<file path="config.mk">
export PLATFORM = sky130hd
export DESIGN_NAME = keyed_wdt
export DESIGN_NICKNAME = d
export VERILOG_FILES = /design/src/rtl/wdt_pkg.sv /design/src/rtl/wdt_regs.sv /design/src/rtl/wdt_core.sv /design/src/rtl/keyed_wdt.sv
export SDC_FILE = /design/constraint.sdc
export NUM_CORES = 1
export LEC_CHECK = 0
export ABC_AREA = 0
export CORE_ASPECT_RATIO = 1.5
export CORE_MARGIN = 10
export CORE_UTILIZATION = 37
export DETAILED_ROUTE_END_ITERATION = 16
export PLACE_DENSITY_LB_ADDON = 0.12
export SLEW_MARGIN = 20
export SYNTH_ARGS = -nofsm -noshare
export SYNTH_HDL_FRONTEND = slang
export SYNTH_SLANG_ARGS = --single-unit
</file>
<file path="constraint.sdc">
create_clock -name clk -period 2.6 [get_ports clk]
set_input_delay 0.39 -clock clk [delete_from_list [all_inputs] [get_ports clk]]
set_output_delay 0.39 -clock clk [all_outputs]
set_load 0.02 [all_outputs]
</file>
<file path="src/rtl/wdt_pkg.sv">
`timescale 1ns/1ps
package wdt_pkg;
    localparam int ADDR_W = 6;

    // register offsets; software sequences rely on these
    localparam logic [ADDR_W-1:0] OFS_LOAD_LO = 6'h00;
    localparam logic [ADDR_W-1:0] OFS_LOAD_HI = 6'h04;
    localparam logic [ADDR_W-1:0] OFS_CTRL    = 6'h08;
    localparam logic [ADDR_W-1:0] OFS_LOCK    = 6'h20;

    // control field positions
    localparam int CTRL_RUN_BIT  = 1;
    localparam int CTRL_MODE_BIT = 2;
    localparam int CTRL_RSTE_BIT = 3;

    typedef enum logic [1:0] {
        ST_IDLE  = 2'd0,
        ST_COUNT = 2'd1,
        ST_PULSE = 2'd2,
        ST_HALT  = 2'd3
    } wdt_state_t;
endpackage

</file>
<file path="src/rtl/wdt_regs.sv">
`timescale 1ns/1ps
module wdt_regs
    import wdt_pkg::*;
#(
    parameter int          DATA_W = 16,
    parameter logic [15:0] KEY    = 16'hE551
) (
    input  logic              clk,
    input  logic              rst_n,
    input  logic              bus_wr,
    input  logic [ADDR_W-1:0] bus_addr,
    input  logic [DATA_W-1:0] bus_wdata,
    output logic [DATA_W-1:0] bus_rdata,
    output logic              locked,
    output logic [DATA_W-1:0] load_lo,
    output logic [DATA_W-1:0] load_hi,
    output logic              ctrl_run,
    output logic              ctrl_mode,
    output logic              ctrl_rsten,
    output logic              run_start
);
    localparam int PAD_W = DATA_W - CTRL_RSTE_BIT - 1;

    logic wr_open;
    logic wr_lo, wr_hi, wr_ctrl, wr_lock;

    assign wr_open = bus_wr && !locked;
    assign wr_lo   = wr_open && (bus_addr == OFS_LOAD_LO);
    assign wr_hi   = wr_open && (bus_addr == OFS_LOAD_HI);
    assign wr_ctrl = wr_open && (bus_addr == OFS_CTRL);
    assign wr_lock = bus_wr  && (bus_addr == OFS_LOCK);

    // one-cycle strobe when run goes from clear to set
    assign run_start = wr_ctrl && bus_wdata[CTRL_RUN_BIT] && !ctrl_run;

    always_ff @(posedge clk or negedge rst_n) begin
        if (!rst_n) begin
            locked     <= 1'b1;
            load_lo    <= '0;
            load_hi    <= '0;
            ctrl_run   <= 1'b0;
            ctrl_mode  <= 1'b0;
            ctrl_rsten <= 1'b0;
        end else begin
            if (wr_lock) locked  <= (bus_wdata[15:0] != KEY);
            if (wr_lo)   load_lo <= bus_wdata;
            if (wr_hi)   load_hi <= bus_wdata;
            if (wr_ctrl) begin
                ctrl_run   <= bus_wdata[CTRL_RUN_BIT];
                ctrl_mode  <= bus_wdata[CTRL_MODE_BIT];
                ctrl_rsten <= bus_wdata[CTRL_RSTE_BIT];
            end
        end
    end

    always_comb begin
        bus_rdata = '0;
        unique case (bus_addr)
            OFS_LOAD_LO: bus_rdata = load_lo;
            OFS_LOAD_HI: bus_rdata = load_hi;
            OFS_CTRL:    bus_rdata = {{PAD_W{1'b0}}, ctrl_rsten, ctrl_mode, ctrl_run, 1'b0};
            OFS_LOCK:    bus_rdata = {{(DATA_W-1){1'b0}}, locked};
            default:     bus_rdata = '0;
        endcase
    end
endmodule

</file>
<file path="src/rtl/wdt_core.sv">
`timescale 1ns/1ps
module wdt_core
    import wdt_pkg::*;
#(
    parameter int CNT_W        = 32,
    parameter int PULSE_CYCLES = 8
) (
    input  logic             clk,
    input  logic             rst_n,
    input  logic             tick,
    input  logic             run,
    input  logic             rsten,
    input  logic             run_start,
    input  logic [CNT_W-1:0] load_val,
    output logic             wdt_reset
);
    localparam int             PW    = (PULSE_CYCLES > 1) ? $clog2(PULSE_CYCLES) : 1;
    localparam logic [PW-1:0]  PLAST = PW'(PULSE_CYCLES - 1);
    localparam logic [CNT_W-1:0] ONE = CNT_W'(1);

    wdt_state_t       state_q, state_d;
    logic [CNT_W-1:0] cnt_q;
    logic [PW-1:0]    pcnt_q;
    logic             expire;

    assign expire = tick && (cnt_q <= ONE);

    // state register
    always_ff @(posedge clk or negedge rst_n) begin
        if (!rst_n) state_q <= ST_IDLE;
        else        state_q <= state_d;
    end

    // next state
    always_comb begin
        state_d = state_q;
        unique case (state_q)
            ST_IDLE:  if (run_start) state_d = ST_COUNT;              // arm
            ST_COUNT: begin
                if (!run)        state_d = ST_IDLE;                    // abort
                else if (expire) state_d = rsten ? ST_PULSE : ST_HALT; // fire / expire_quiet
            end
            ST_PULSE: if (pcnt_q == PLAST) state_d = ST_HALT;         // pulse_done
            ST_HALT:  if (!run) state_d = ST_IDLE;                    // release
            default:  state_d = ST_IDLE;
        endcase
    end

    // datapath: down-counter and pulse length counter
    always_ff @(posedge clk or negedge rst_n) begin
        if (!rst_n) begin
            cnt_q  <= '0;
            pcnt_q <= '0;
        end else begin
            if (state_q == ST_IDLE && run_start)
                cnt_q <= load_val;
            else if (state_q == ST_COUNT && run && tick)
                cnt_q <= expire ? '0 : cnt_q - ONE;

            if (state_q == ST_PULSE) pcnt_q <= pcnt_q + 1'b1;
            else                     pcnt_q <= '0;
        end
    end

    // outputs
    always_comb begin
        wdt_reset = (state_q == ST_PULSE);
    end
endmodule

</file>
<file path="src/rtl/keyed_wdt.sv">
`timescale 1ns/1ps
module keyed_wdt
    import wdt_pkg::*;
#(
    parameter int          DATA_W       = 16,
    parameter logic [15:0] KEY          = 16'hE551,
    parameter int          PULSE_CYCLES = 8
) (
    input  logic              clk,
    input  logic              rst_n,
    input  logic              bus_wr,
    input  logic [ADDR_W-1:0] bus_addr,
    input  logic [DATA_W-1:0] bus_wdata,
    output logic [DATA_W-1:0] bus_rdata,
    input  logic              tick,
    output logic              wdt_reset
);
    localparam int CNT_W = 2 * DATA_W;

    logic              locked;
    logic [DATA_W-1:0] load_lo, load_hi;
    logic              ctrl_run, ctrl_mode, ctrl_rsten;
    logic              run_start;

    wdt_regs #(.DATA_W(DATA_W), .KEY(KEY)) u_regs (
        .clk        (clk),
        .rst_n      (rst_n),
        .bus_wr     (bus_wr),
        .bus_addr   (bus_addr),
        .bus_wdata  (bus_wdata),
        .bus_rdata  (bus_rdata),
        .locked     (locked),
        .load_lo    (load_lo),
        .load_hi    (load_hi),
        .ctrl_run   (ctrl_run),
        .ctrl_mode  (ctrl_mode),
        .ctrl_rsten (ctrl_rsten),
        .run_start  (run_start)
    );

    wdt_core #(.CNT_W(CNT_W), .PULSE_CYCLES(PULSE_CYCLES)) u_core (
        .clk       (clk),
        .rst_n     (rst_n),
        .tick      (tick),
        .run       (ctrl_run),
        .rsten     (ctrl_rsten),
        .run_start (run_start),
        .load_val  ({load_hi, load_lo}),
        .wdt_reset (wdt_reset)
    );
endmodule

</file>
==> metrics <==
final cell count without fillers=around 630; Worst Path Class, Setup=in2out; WP data required=2210 ps; CP cell instances=clkdlybuf4s50_1 > or3_1 > nor2_1 > nand2_1 > buf_12 > nor2_1 > dlygate4sd2_1; Slew HR=between 30% and 40%; largest cells by area after synthesis=dfrtp_1, mux2_2, mux2i_1; Max stage delay on crit path=410 ps; Synth cell types=57; count of final setup violators=0; PortBufs=42; post-synth top area share=44.3%; Crit. path cell count=7; Min Clock Period, post-route=2520 ps; clk buf depth=2; synthesized netlist cell count=402; die span in y=approximately 150 um; CTS Root Cell=clkbuf_16; TritonCTS clock tree=done; Slowest-stage cell, CP=clkdlybuf4s50_1; crit path max fanout=13; antenna violations before repair=0; final hold vios=0; clk slew on worst S/H paths=60 ps; vias per cell=5.65; RSZ-0062 raised after global routing=false; Crit Reg-Reg Endpoint=u_core.cnt_q[31]; Core Util, Final=48.9%; Tightest Pin Transition=965 ps; post-synthesis register bit count=73; outcome=completed; multi-input gate area in the final layout=0.00214 mm^2; NumNets Final=about 510; Total GRT Usage=approximately 16%; I/O pin cnt=43; core footprint=between 0.01 and 0.015 mm^2; die area=0.0157 mm^2; drt wl/cell=19.7 um; pre-CTS WS=-236 ps; syn nets=432; routed wire length=around 12 mm; Layout area overhead=28.0%; main flop type after synthesis=dfrtp_1; placer congestion estimate=0.911; most common cell in the netlist=dfrtp_1; RR Startpoint=u_core.cnt_q[27]; Initial Utilization=38.2%; FF/Latch Area=roughly 0.0018 mm^2; fin. max-slew vios=0; first-pass GRT wire length=20.0 mm; syn_area_per_cell=10.1 um^2; CP Buf/Inv Count=3; clock sinks=73; Max-Cap Viols=0; PostCTS Resize Cnt=16; Peak VDD IR=0.353 mV; ant diodes=0; share of cells above drive strength 1=22.6%; vias in the first global route=roughly 3600; number of flops mapped to enable cells by yosys=0; R2R setup slack=130 ps; Async SR Flop Fraction=100%; worst hold path type=in2async; Clock Latency Late Sink=340 ps; crit start category=input port; Remaining Overflow, GRT=0; Final period util=96.8%; DRT Pass-1 Iters=4; via count=3535; final worst slack=83.9 ps; number of H-tree levels=3; drt drc=0; Placed Cells=610; Pleak=0.00227 uW; CP Capture Type=output pin; Placed Area=0.00494 mm^2; most frequent CP cell=nor2_1; First DRT Iteration DRCs=198; Achievable Freq=about 400 MHz; Cell Rows=46; critical path data arrival time=2130 ps; cts bufs inserted=9; Post-synth top cells=dfrtp_1, mux2_2, nor2_1, nand2_1, a21oi_1; Filler cells=1005; PD cells=584 mW/mm^2; Post-CTS Setup Bufs=0; die width=~110 um; Worst R2R Path Depth=7; Syn. warnings=0; CTS hold repair buffers=0; final clock skew=9.85 ps; mapped cell area=0.00407 mm^2; Crit path max-delay family=buffers and inverters; Final Cell Area=0.00520 mm^2; DP HPWL=9.23 mm; ANT nets after route=0; sequential area share after synthesis=approximately 45%; pin count of the biggest net entering global routing=74; cell taking the most area after synthesis=dfrtp_1
==> kinds of logic (layout without fill, tap and decap cells) <==
family | count (synthesis) | count (layout) | synth area share, %
AO/OA/AOI/OAI | 80 | 80 | 12.7
adder cells (fa/ha/maj) | 4 | 4 | 1.23
flip-flops | 73 | 73 | 45.0
AND/OR/NAND/NOR | 155 | 155 | 21.6
XOR/XNOR | 13 | 13 | 2.80
buffers and inverters | 25 | 105 | 2.80
multiplexers | 52 | 52 | 13.9
==> power by group <==
group | total, uW | switching (uW) | internal, uW | leakage (uW)
registers | 1420 | 152 | 1260 | 0.000946
clock network | 1190 | 488 | 699 | 0.000139
logic | 435 | 198 | 237 | 0.00118
total | 3040 | 839 | 2200 | 0.00227
==> how the worst max path moves through the flow <==
stage                       end              from
6_report           bus_rdata[8]       bus_addr[1]
3_5_place_dp       bus_rdata[7]       bus_addr[1]
4_1_cts            bus_rdata[7]       bus_addr[1]
2_1_floorplan  u_core.cnt_q[31]  u_core.cnt_q[27]
3_3_place_gp       bus_rdata[9]       bus_addr[1]
5_1_grt           bus_rdata[13]       bus_addr[1]
==> layout by cell type (no fill, tap or decap), drive strengths merged, types with 5 or more instances in the layout <==
cell           instances
mux2i                 16
a31oi                  5
o21ai                 16
xnor2                 10
nand2                 26
dfrtp                 72
clkbuf                17
nand4                  9
or4                   11
inv                    8
or3                    6
mux2                  36
nor2                  34
a21oi                 20
nand3                 12
o22ai                  7
and3                   8
nor4                  12
a22oi                 11
clkdlybuf4s50         26
nor3                  10
dlygate4sd2            6
buf                   41
nor3b                  6
==> worst register-to-register path, cell delays in order (launching register included) <==
cell     delay [ps]
dfrtp_1         400
or4_4           570
or3_4           360
buf_4           160
nor4_2          390
buf_4           230
o41ai_1          80
a21o_1          150
==> routing by layer <==
metal	share of wire, %	wire length (um)	up-vias	GRT usage (%)
met5	0	0	-	0
met4	2.7	334	0	6.11
met3	5.1	629	22	3.63
met2	49	6090	99	26.7
met1	43	5290	1736	19.6
li1	-	-	1678	-
==> layout make-up <==
type                       count  share of cell area [%]
multi-input combinational    304                    41.1
sequential                    73                    35.1
timing repair buffer          82                    14.4
clock buffer                  12                    4.93
tap                          144                    3.46
clock inverter                 4                   0.505
inverter                       7                   0.505
==> state kept, by name, summed over array words and instances, names as in the netlist, named ones only <==
register,cells
u_regs.load_hi,16
u_core.state_q,1
u_regs.ctrl_mode,1
u_regs.locked,1
u_regs.ctrl_rsten,1
u_regs.ctrl_run,1
u_core.cnt_q,32
u_regs.load_lo,16
u_core.pcnt_q,3
==> stage by stage <==
step,hold WS (ps),TNS [ps],total power [uW]
2_1_floorplan,94.4,0,1640
3_3_place_gp,425,-3770,1860
3_5_place_dp,428,-3950,1870
4_1_cts,246,0,3070
5_1_grt,279,0,3180
6_report,164,0,3040
Note: power is estimated with default switching activity, not from simulation.
